<file path="src/rtl/dual_slope_pwm.sv">
module dual_slope_pwm #(
  parameter int W = 16
) (
  input  logic         clk,
  input  logic         rst_n,
  input  logic         tick,
  input  logic         top_src,
  input  logic [W-1:0] cap_val,
  input  logic         cmp_a_wr,
  input  logic [W-1:0] cmp_a_din,
  input  logic         cmp_b_wr,
  input  logic [W-1:0] cmp_b_din,
  input  logic [1:0]   out_mode_a,
  input  logic [1:0]   out_mode_b,
  output logic [W-1:0] cnt,
  output logic         pwm_a,
  output logic         pwm_b,
  output logic         flag_bottom,
  output logic         flag_top_cap,
  output logic         flag_cmp_a,
  output logic         flag_cmp_b
);

  logic         down, src_act, wave_a, wave_b;
  logic [W-1:0] top_act, buf_a, buf_b, act_a, act_b;

  wire          at_bottom = tick && (cnt == '0);
  wire          at_top    = tick && !at_bottom && !down && (cnt == top_act);

  wire          src_nxt = at_bottom ? top_src : src_act;
  wire [W-1:0]  top_nxt = at_bottom ? (top_src ? buf_a : cap_val) : top_act;
  wire [W-1:0]  a_nxt   = at_bottom ? buf_a : act_a;
  wire [W-1:0]  b_nxt   = at_bottom ? buf_b : act_b;
  wire          dn_nxt  = at_bottom ? 1'b0 : (at_top ? 1'b1 : down);
  wire [W-1:0]  cnt_nxt = dn_nxt ? cnt - W'(1) : cnt + W'(1);

  assign pwm_a = out_mode_a[1] & (wave_a ^ out_mode_a[0]);
  assign pwm_b = out_mode_b[1] & (wave_b ^ out_mode_b[0]);

  always_ff @(posedge clk or negedge rst_n) begin
    if (!rst_n) begin
      buf_a <= '0;
      buf_b <= '0;
    end else begin
      if (cmp_a_wr) buf_a <= cmp_a_din;
      if (cmp_b_wr) buf_b <= cmp_b_din;
    end
  end

  always_ff @(posedge clk or negedge rst_n) begin
    if (!rst_n) begin
      cnt          <= '0;
      down         <= 1'b0;
      src_act      <= 1'b0;
      top_act      <= '0;
      act_a        <= '0;
      act_b        <= '0;
      wave_a       <= 1'b0;
      wave_b       <= 1'b0;
      flag_bottom  <= 1'b0;
      flag_top_cap <= 1'b0;
      flag_cmp_a   <= 1'b0;
      flag_cmp_b   <= 1'b0;
    end else begin
      flag_bottom  <= 1'b0;
      flag_top_cap <= 1'b0;
      flag_cmp_a   <= 1'b0;
      flag_cmp_b   <= 1'b0;
      if (tick) begin
        cnt          <= cnt_nxt;
        down         <= dn_nxt;
        src_act      <= src_nxt;
        top_act      <= top_nxt;
        act_a        <= a_nxt;
        act_b        <= b_nxt;
        flag_bottom  <= at_bottom;
        flag_top_cap <= !src_nxt && !dn_nxt && (cnt_nxt == top_nxt);
        flag_cmp_a   <= (cnt_nxt == a_nxt);
        flag_cmp_b   <= (cnt_nxt == b_nxt);
        if (cnt_nxt == a_nxt) wave_a <= dn_nxt;
        if (cnt_nxt == b_nxt) wave_b <= dn_nxt;
      end
    end
  end

  assert_hold_no_tick_R2: assert property (@(posedge clk) disable iff (!rst_n)
    !tick |=> $stable(cnt));

  assert_unit_step_R3: assert property (@(posedge clk) disable iff (!rst_n)
    tick |=> (cnt == W'($past(cnt) + W'(1))) || (cnt == W'($past(cnt) - W'(1))));

  assert_below_top_R3: assert property (@(posedge clk) disable iff (!rst_n)
    (top_act >= W'(3)) |-> (cnt <= top_act));

  assert_load_at_bottom_R5: assert property (@(posedge clk) disable iff (!rst_n)
    !flag_bottom |-> ($stable(top_act) && $stable(act_a) && $stable(act_b)));

  assert_bottom_pulse_R6: assert property (@(posedge clk) disable iff (!rst_n)
    flag_bottom |-> (cnt == W'(1)) && ($past(cnt) == '0));

  assert_top_flag_R7: assert property (@(posedge clk) disable iff (!rst_n)
    flag_top_cap |-> (cnt == top_act) && !down && !src_act);

  assert_cmp_flag_R8: assert property (@(posedge clk) disable iff (!rst_n)
    flag_cmp_a |-> (cnt == act_a));

endmodule

</file>
<file path="config.mk">
export PLATFORM = sky130hd
export DESIGN_NAME = dual_slope_pwm
export DESIGN_NICKNAME = d
export VERILOG_FILES = /design/src/rtl/dual_slope_pwm.sv
export SDC_FILE = /design/constraint.sdc
export NUM_CORES = 1
export LEC_CHECK = 0
export BUFFER_PORTS_ARGS = -buffer_cell sky130_fd_sc_hd__buf_2
export CORE_ASPECT_RATIO = 0.8
export CORE_MARGIN = 2
export CORE_UTILIZATION = 45
export DETAILED_ROUTE_END_ITERATION = 10
export PLACE_DENSITY_LB_ADDON = 0.3
export SYNTH_ARGS = -nofsm -noshare
export SYNTH_HDL_FRONTEND = slang
export SYNTH_SLANG_ARGS = --single-unit
</file>
<file path="constraint.sdc">
create_clock -name clk -period 8.4 [get_ports clk]
set_input_delay 0 -clock clk [delete_from_list [all_inputs] [get_ports clk]]
set_output_delay 0 -clock clk [all_outputs]
set_load 0.03 [all_outputs]
</file>
==> results of run 1 <==
state kept, by name, indices dropped and copies added (netlist names):
signal        flops
act_a            16
act_b            16
buf_a            16
buf_b            16
cnt              16
top_act          16
down              1
flag_bottom       1
flag_cmp_a        1
flag_cmp_b        1
flag_top_cap      1
src_act           1
wave_a            1
wave_b            1
metal layers:
layer / track usage [%] / part of all wire [%] / up-vias
met3: 4.48 / 5.2 / 13
li1: - / - / 2125
met2: 37.0 / 47 / 122
met4: 4.11 / 0.94 / 0
met5: 0 / 0 / -
met1: 30.0 / 47 / 2226
cell families (layout without fill, tap and decap cells):
family                   count (synthesis)  count (layout)
AND/OR/NAND/NOR                        131             131
flip-flops                             104             104
AO/OA/AOI/OAI                           98              98
multiplexers                            80              80
XOR/XNOR                                66              66
buffers and inverters                   51             154
adder cells (fa/ha/maj)                 15              15
worst max-delay path: stages (launching register included):
cell      delay, ns
dfrtp_1        0.43
nor4_1         0.56
and4_1         0.44
nand2_4        0.47
and2_1         0.66
fa_1           0.54
a21o_1         0.21
a221oi_2       0.41
o21ai_1        0.20
a311oi_2       0.58
xnor2_1        0.19
o211ai_1       0.10
nor4_1         0.31
o21a_2         0.21
mux2_1         0.32
power by group:
part | leakage, nW | switching [mW] | internal [mW]
registers | 1.34 | 0.0946 | 0.550
clock network | 0.168 | 0.181 | 0.304
logic | 1.96 | 0.396 | 0.281
worst paths after layout:
path	from	end	slack [ns]
max reg2reg	cnt[10]$_DFFE_PN0P_	wave_b$_DFFE_PN0P_	2.59
min reg2reg	src_act$_DFFE_PN0P_	src_act$_DFFE_PN0P_	0.46
min	cap_val[3]	top_act[3]$_DFFE_PN0P_	0.009
min in group asynchronous	rst_n	buf_b[0]$_DFFE_PN0P_	0.11
max in group asynchronous	rst_n	top_act[12]$_DFFE_PN0P_	6.99
max	cnt[10]$_DFFE_PN0P_	wave_b$_DFFE_PN0P_	2.59
layout make-up:
type                            count  area, sq um  area share (%)
Inverter                           27          101            1.44
Clock buffer                       11          253            3.58
Timing Repair Buffer              113          736            10.4
Multi-Input combinational cell    390         3060            43.3
Tap cell                          175          219            3.10
Sequential cell                   104         2600            36.9
Clock inverter                      3         90.1            1.28
synth_stat cells (all sizes together) (2+ instances only):
cell	count
o211a	3
nand4	10
nor2	12
o221ai	2
clkbuf	12
a311oi	3
and3	3
or3	3
o21a	6
a21o	9
and4	3
o211ai	4
and2	6
a211oi	3
buf	12
nand3b	3
nand3	6
o21ai	35
xor2	22
or2	4
nand2b	4
nand2	58
a221oi	3
mux2	49
a21oi	16
nor3	9
xnor2	43
ha	14
o2111ai	4
a21boi	3
dfrtp	104
nor4	7
inv	27
mux2i	31
through the flow:
step                worst slack [ns]  utilization [%]  power, mW  instances
floorplan                       3.62                -       1.11        545
global placement                2.85             49.8       1.30        776
detailed placement              2.67             49.8       1.31        776
CTS                             2.66             55.0       1.81        823
global route                    2.24             55.0       1.89        823
finish                          2.59             55.0       1.81        823
==> impl_metrics.prom, run 1 <==
# TYPE chip_impl_metric gauge
chip_impl_info{name="outcome",value="finished clean"} 1
chip_impl_info{name="synth_largest_area_cell",value="dfrtp_1"} 1
chip_impl_metric{name="core-area",unit="sq mm"} 0.0128
chip_impl_metric{name="grt_remaining_overflow",unit=""} 0
chip_impl_metric{name="synth_compound_area_share",unit="%"} 11.6
chip_impl_metric{name="async_reset_ff_share",unit="%"} 100
chip_impl_metric{name="detailed_place_hpwl",unit="microns"} 11000
chip_impl_metric{name="slew_headroom",unit="%"} 35.1
chip_impl_metric{name="yosys_register_bits",unit=""} 104
chip_impl_metric{name="insertion_delay",unit="ns"} 0.35
chip_impl_info{name="mostFrequentLayoutCells",value="dfrtp_1, buf_2, nand2_1"} 1
chip_impl_metric{name="number_of_setup_buffers_added_after_cts",unit=""} 0
chip_impl_metric{name="postRouteWirelength",unit="microns"} 15000
chip_impl_metric{name="synthCells",unit=""} 545
chip_impl_metric{name="adder_cell_share_of_the_synthesized_area",unit="%"} 3.30
chip_impl_info{name="ys_top_cells_by_area",value="dfrtp_1, mux2_2, xnor2_1"} 1
chip_impl_metric{name="cts.htree.levels",unit=""} 3
chip_impl_metric{name="detail_route.wl_per_cell",unit="microns"} 18.3
chip_impl_metric{name="cts.repair.resized",unit=""} 0
chip_impl_metric{name="path_clk_slew",unit="ns"} 0.07
chip_impl_metric{name="stdcell_area",unit="sq mm"} 0.00706
chip_impl_metric{name="placed_cell_area",unit="sq mm"} 0.00638
chip_impl_metric{name="fill_cell_count",unit=""} 1154
chip_impl_metric{name="p_leak",unit="nW"} 3.46
chip_impl_metric{name="via_count",unit=""} 4486
chip_impl_info{name="worstSetupStartpointType",value="flop"} 1
chip_impl_metric{name="crit_arrival",unit="ns"} 6.04
chip_impl_metric{name="post_synth_top_area_share",unit="%"} 44.0
chip_impl_metric{name="synthesis.area",unit="sq mm"} 0.00591
chip_impl_metric{name="diodes",unit=""} 0
chip_impl_metric{name="worstMarginPinSlew",unit="ns"} 0.974
chip_impl_metric{name="p_per_area",unit="mW/mm^2"} 256
chip_impl_metric{name="cts-buffers-inserted",unit=""} 9
chip_impl_metric{name="min_period",unit="ns"} 5.81
chip_impl_metric{name="clock.fmax",unit="GHz"} 0.172
chip_impl_info{name="synth_top_flop_cell",value="dfrtp_1"} 1
chip_impl_metric{name="post_synthesis_sequential_area_ratio",unit="%"} 44.0
chip_impl_metric{name="die_w",unit="microns"} 132
chip_impl_metric{name="gpl.final_weighted_congestion",unit=""} 0.982
chip_impl_metric{name="synthXorXnorAreaFrac",unit="%"} 10.3
chip_impl_metric{name="ant_nets",unit=""} 0
chip_impl_metric{name="top_level_ports",unit=""} 80
chip_impl_info{name="worstSetupPathType",value="flop to flop"} 1
chip_impl_metric{name="number_of_antenna_violations_at_the_first_check_in_global_routing",unit=""} 0
chip_impl_metric{name="synth.mux.area_fraction",unit="%"} 14.8
chip_impl_metric{name="grt_first_pass_wirelength",unit="microns"} 24200
chip_impl_metric{name="die_footprint",unit="sq mm"} 0.0141
chip_impl_metric{name="power.ir.vdd_worst",unit="uV"} 108
chip_impl_metric{name="worst_ep_required_time",unit="ns"} 8.63
chip_impl_metric{name="synth_edf_count",unit=""} 0
chip_impl_metric{name="post_synth_net_total",unit=""} 618
chip_impl_metric{name="rows",unit=""} 37
chip_impl_metric{name="grt_usage",unit="%"} 22.1
chip_impl_metric{name="totalNegativeSetupSlack",unit="ns"} 0
chip_impl_metric{name="nNetsFinal",unit=""} 718
chip_impl_metric{name="avgViaCountPerCell",unit=""} 5.45
chip_impl_info{name="end_kind",value="flop"} 1
chip_impl_metric{name="numPortBuffers",unit=""} 79
chip_impl_metric{name="reg2regPathDepth",unit=""} 14
chip_impl_metric{name="drv_cap",unit=""} 0
chip_impl_info{name="synth_top_family_by_area",value="multiplexers"} 1
chip_impl_metric{name="synth_to_layout_area_growth",unit="%"} 19.4
chip_impl_metric{name="timing.final.crit_share",unit="%"} 69.2
chip_impl_metric{name="synth-simple-area-share",unit="%"} 11.7
chip_impl_metric{name="post_route_cells_drive_above_1_share",unit="%"} 25.9
chip_impl_metric{name="yosysWarnings",unit=""} 0
chip_impl_info{name="cts-root-buf",value="clkbuf_16"} 1
chip_impl_metric{name="postSynthAreaPerCell",unit="sq um"} 10.8
chip_impl_info{name="layout_commonest_cell",value="dfrtp_1"} 1
chip_impl_metric{name="crit_path_max_fanout",unit=""} 68
chip_impl_metric{name="maxSlewViolCount",unit=""} 0
chip_impl_metric{name="cts_sinks",unit=""} 104
chip_impl_metric{name="grt_pass1_vias",unit=""} 4552
chip_impl_info{name="rsz0062_at_grt",value="no"} 1
chip_impl_metric{name="pin_count_of_the_biggest_net_entering_global_routing",unit=""} 77
chip_impl_metric{name="chipHeight",unit="microns"} 107
chip_impl_metric{name="fin_worst_skew",unit="ns"} 0.00856
chip_impl_info{name="tritoncts",value="done"} 1
chip_impl_metric{name="report.final.setup_viol",unit=""} 0
chip_impl_metric{name="drc_errors",unit=""} 0
chip_impl_metric{name="drt_iter0_drc",unit=""} 292
chip_impl_metric{name="worst_hold_path.num_cells",unit=""} 3
chip_impl_metric{name="finalHoldViolCount",unit=""} 0
chip_impl_metric{name="first_pass_iteration_count_of_the_detailed_router",unit=""} 7
chip_impl_metric{name="cts-root-to-sink-buffers",unit=""} 2
chip_impl_metric{name="initial_utilization",unit="%"} 46.1
chip_impl_info{name="holdCritPathClass",value="primary input to flop"} 1
chip_impl_metric{name="cts-hold-fix-buffers",unit=""} 33
chip_impl_metric{name="fin_worst_hold_slack",unit="ns"} 0.00889
chip_impl_metric{name="netlist-cell-type-count",unit=""} 66
No activity file was read; power rests on OpenSTA's default activity.
==> run 2: changes to the inputs <==
==> constraint.sdc (replaced) <==
create_clock -name clk -period 5.5 [get_ports clk]
set_input_delay 0 -clock clk [delete_from_list [all_inputs] [get_ports clk]]
set_output_delay 0 -clock clk [all_outputs]
set_load 0.03 [all_outputs]
==> impl_metrics.prom, run 2 (synthesis results as in run 1) <==
# TYPE chip_impl_metric gauge
chip_impl_info{name="outcome",value="finished clean"} 1
chip_impl_info{name="worstSetupPathType",value="flop to flop"} 1
chip_impl_info{name="cts-root-buf",value="clkbuf_16"} 1
chip_impl_metric{name="worstMarginPinSlew",unit="ns"} 0.885
chip_impl_metric{name="synth_to_layout_area_growth",unit="%"} 19.1
chip_impl_metric{name="rows",unit=""} 37
chip_impl_metric{name="worst_path_largest_cell_delay",unit="ns"} 0.53
chip_impl_metric{name="drt_iter0_drc",unit=""} 276
chip_impl_metric{name="report.final.setup_viol",unit=""} 0
chip_impl_metric{name="p_leak",unit="nW"} 3.45
chip_impl_metric{name="die_footprint",unit="sq mm"} 0.0141
chip_impl_metric{name="detailed_place_hpwl",unit="microns"} 11100
chip_impl_metric{name="min_period",unit="ns"} 4.92
chip_impl_metric{name="drv_cap",unit=""} 0
chip_impl_info{name="reg2reg_to",value="wave_b$_DFFE_PN0P_"} 1
chip_impl_metric{name="grt_first_pass_wirelength",unit="microns"} 24400
chip_impl_metric{name="pin_count_of_the_biggest_net_entering_global_routing",unit=""} 70
chip_impl_metric{name="fill_cell_count",unit=""} 1134
chip_impl_metric{name="clock.fmax",unit="GHz"} 0.203
chip_impl_info{name="rr_startpoint",value="cnt[1]$_DFFE_PN0P_"} 1
chip_impl_metric{name="reg2reg_slack",unit="ns"} 0.58
chip_impl_metric{name="fin_worst_skew",unit="ns"} 0.0117
chip_impl_metric{name="grt_remaining_overflow",unit=""} 0
chip_impl_metric{name="numPortBuffers",unit=""} 79
chip_impl_metric{name="slew_headroom",unit="%"} 41.0
chip_impl_metric{name="grt_usage",unit="%"} 22.5
chip_impl_metric{name="post-place-cells",unit=""} 779
chip_impl_metric{name="via_count",unit=""} 4457
chip_impl_metric{name="cts_sinks",unit=""} 104
chip_impl_metric{name="first_pass_iteration_count_of_the_detailed_router",unit=""} 5
chip_impl_info{name="hold_end",value="top_act[1]$_DFFE_PN0P_"} 1
chip_impl_metric{name="power.ir.vdd_worst",unit="uV"} 166
chip_impl_metric{name="reg2regPathDepth",unit=""} 15
chip_impl_metric{name="cts.htree.levels",unit=""} 3
chip_impl_metric{name="crit_arrival",unit="ns"} 5.16
chip_impl_metric{name="diodes",unit=""} 0
chip_impl_metric{name="path_clk_slew",unit="ns"} 0.07
chip_impl_metric{name="post_route_cells_drive_above_1_share",unit="%"} 26.6
chip_impl_metric{name="initial_utilization",unit="%"} 46.1
chip_impl_metric{name="worst_ep_required_time",unit="ns"} 5.74
chip_impl_metric{name="cts-buffers-inserted",unit=""} 9
chip_impl_metric{name="top_level_ports",unit=""} 80
chip_impl_metric{name="post_layout_nonfiller_instances",unit=""} 830
chip_impl_info{name="critical_path.slowest_cell",value="a311oi_2"} 1
chip_impl_info{name="layout_commonest_cell",value="dfrtp_1"} 1
chip_impl_metric{name="setup_slack",unit="ns"} 0.578
chip_impl_metric{name="maxSlewViolCount",unit=""} 0
chip_impl_metric{name="postRouteWirelength",unit="microns"} 15100
chip_impl_info{name="end_kind",value="flop"} 1
chip_impl_metric{name="gpl.final_weighted_congestion",unit=""} 0.850
chip_impl_info{name="rsz0062_at_grt",value="no"} 1
chip_impl_metric{name="number_of_antenna_violations_at_the_first_check_in_global_routing",unit=""} 1
chip_impl_info{name="mostFrequentLayoutCells",value="dfrtp_1, buf_2, nand2_1"} 1
chip_impl_metric{name="number_of_setup_buffers_added_after_cts",unit=""} 0
chip_impl_metric{name="report.power.total",unit="mW"} 2.61
chip_impl_metric{name="avgViaCountPerCell",unit=""} 5.37
chip_impl_metric{name="grt_pass1_vias",unit=""} 4639
chip_impl_metric{name="ant_nets",unit=""} 0
chip_impl_metric{name="cts-root-to-sink-buffers",unit=""} 2
chip_impl_info{name="holdCritPathClass",value="primary input to flop"} 1
chip_impl_metric{name="drc_errors",unit=""} 0
chip_impl_metric{name="finalHoldViolCount",unit=""} 0
chip_impl_metric{name="nNetsFinal",unit=""} 723
chip_impl_metric{name="crit_path_max_fanout",unit=""} 11
chip_impl_metric{name="insertion_delay",unit="ns"} 0.35
chip_impl_metric{name="p_per_area",unit="mW/mm^2"} 371
chip_impl_metric{name="worst_hold_path.num_cells",unit=""} 3
chip_impl_metric{name="die_w",unit="microns"} 132
chip_impl_metric{name="chipHeight",unit="microns"} 107
chip_impl_info{name="worst_path_cell_trace",value="xnor2_1 -> nand4_1 -> nor4_1 -> a21o_1 -> and2_2 -> ha_1 -> and3_1 -> a221oi_2 -> o21ai_1 -> a311oi_2 -> xnor2_1 -> o211ai_1 -> nor4_1 -> o21a_2 -> mux2_1"} 1
chip_impl_info{name="worstSetupStartpointType",value="flop"} 1
chip_impl_metric{name="timing.final.crit_share",unit="%"} 89.5
chip_impl_metric{name="dp_worst_setup_slack",unit="ns"} 0.450
chip_impl_metric{name="totalNegativeSetupSlack",unit="ns"} 0
chip_impl_info{name="tritoncts",value="done"} 1
chip_impl_metric{name="core-area",unit="sq mm"} 0.0128
chip_impl_metric{name="detail_route.wl_per_cell",unit="microns"} 18.1
chip_impl_info{name="hp-start",value="cap_val[1]"} 1
==> run 2: area by class of cell <==
type,count,area (sq um),area share (%)
timing repair buffer,118,778,11.1
clock buffer,10,229,3.25
sequential,104,2600,37.0
inverter,27,101,1.44
tap,175,219,3.11
multi-input combinational,390,3060,43.5
clock inverter,6,42.5,0.605
==> run 2: worst max path at each step <==
stage,cells past startpoint,endpoint,slack [ns],start
floorplan,19,wave_b$_DFFE_PN0P_,0.72,cnt[0]$_DFFE_PN0P_
global placement,14,flag_top_cap$_DFF_PN0_,0.61,cnt[1]$_DFFE_PN0P_
detailed placement,15,wave_b$_DFFE_PN0P_,0.45,cnt[1]$_DFFE_PN0P_
CTS,15,wave_b$_DFFE_PN0P_,0.40,cnt[1]$_DFFE_PN0P_
global route,15,wave_b$_DFFE_PN0P_,0.19,cnt[1]$_DFFE_PN0P_
finish,15,wave_b$_DFFE_PN0P_,0.58,cnt[1]$_DFFE_PN0P_
==> run 2: worst max-delay path: cells and delay by family (launching register included) <==
family | cells | cell delay [ns]
simple gates | 5 | 1.36
xor+xnor | 2 | 0.50
fa+ha+maj | 1 | 0.39
mux | 1 | 0.32
compound gates | 6 | 1.73
flops | 1 | 0.49
==> run 2: routing by layer <==
| metal | part of all wire (%) | GRT usage, % |
|---|---|---|
| met4 | 1.7 | 6.68 |
| met5 | 0 | 0 |
| met3 | 5.0 | 4.86 |
| met2 | 46 | 36.3 |
| met1 | 47 | 30.4 |
==> run 2: timing repair <==
item                       in CTS  in global routing
hold endpoints to repair       69                  0
hold buffers                   35                  0
setup endpoints to repair       0                  1
resized for setup               0                  2
==> run 2: metrics by stage <==
step | area, sq um | hold slack [ns] | utilization (%)
final | 7040 | 0.0263 | 54.9
after global routing | 7040 | 0.0430 | 54.9
after CTS | 7030 | 0.0179 | 54.8
after detailed placement | 6410 | -0.0166 | 50.0
after global placement | 6410 | -0.0200 | 50.0
after floorplan | 5910 | -0.296 | -
==> run 2: power by group <==
part | total (mW) | leakage (nW) | internal, mW | switching [mW]
Sequential | 0.973 | 1.34 | 0.840 | 0.133
Combinational | 1.04 | 1.98 | 0.434 | 0.605
Clock | 0.595 | 0.129 | 0.309 | 0.287
Total | 2.61 | 3.45 | 1.58 | 1.03
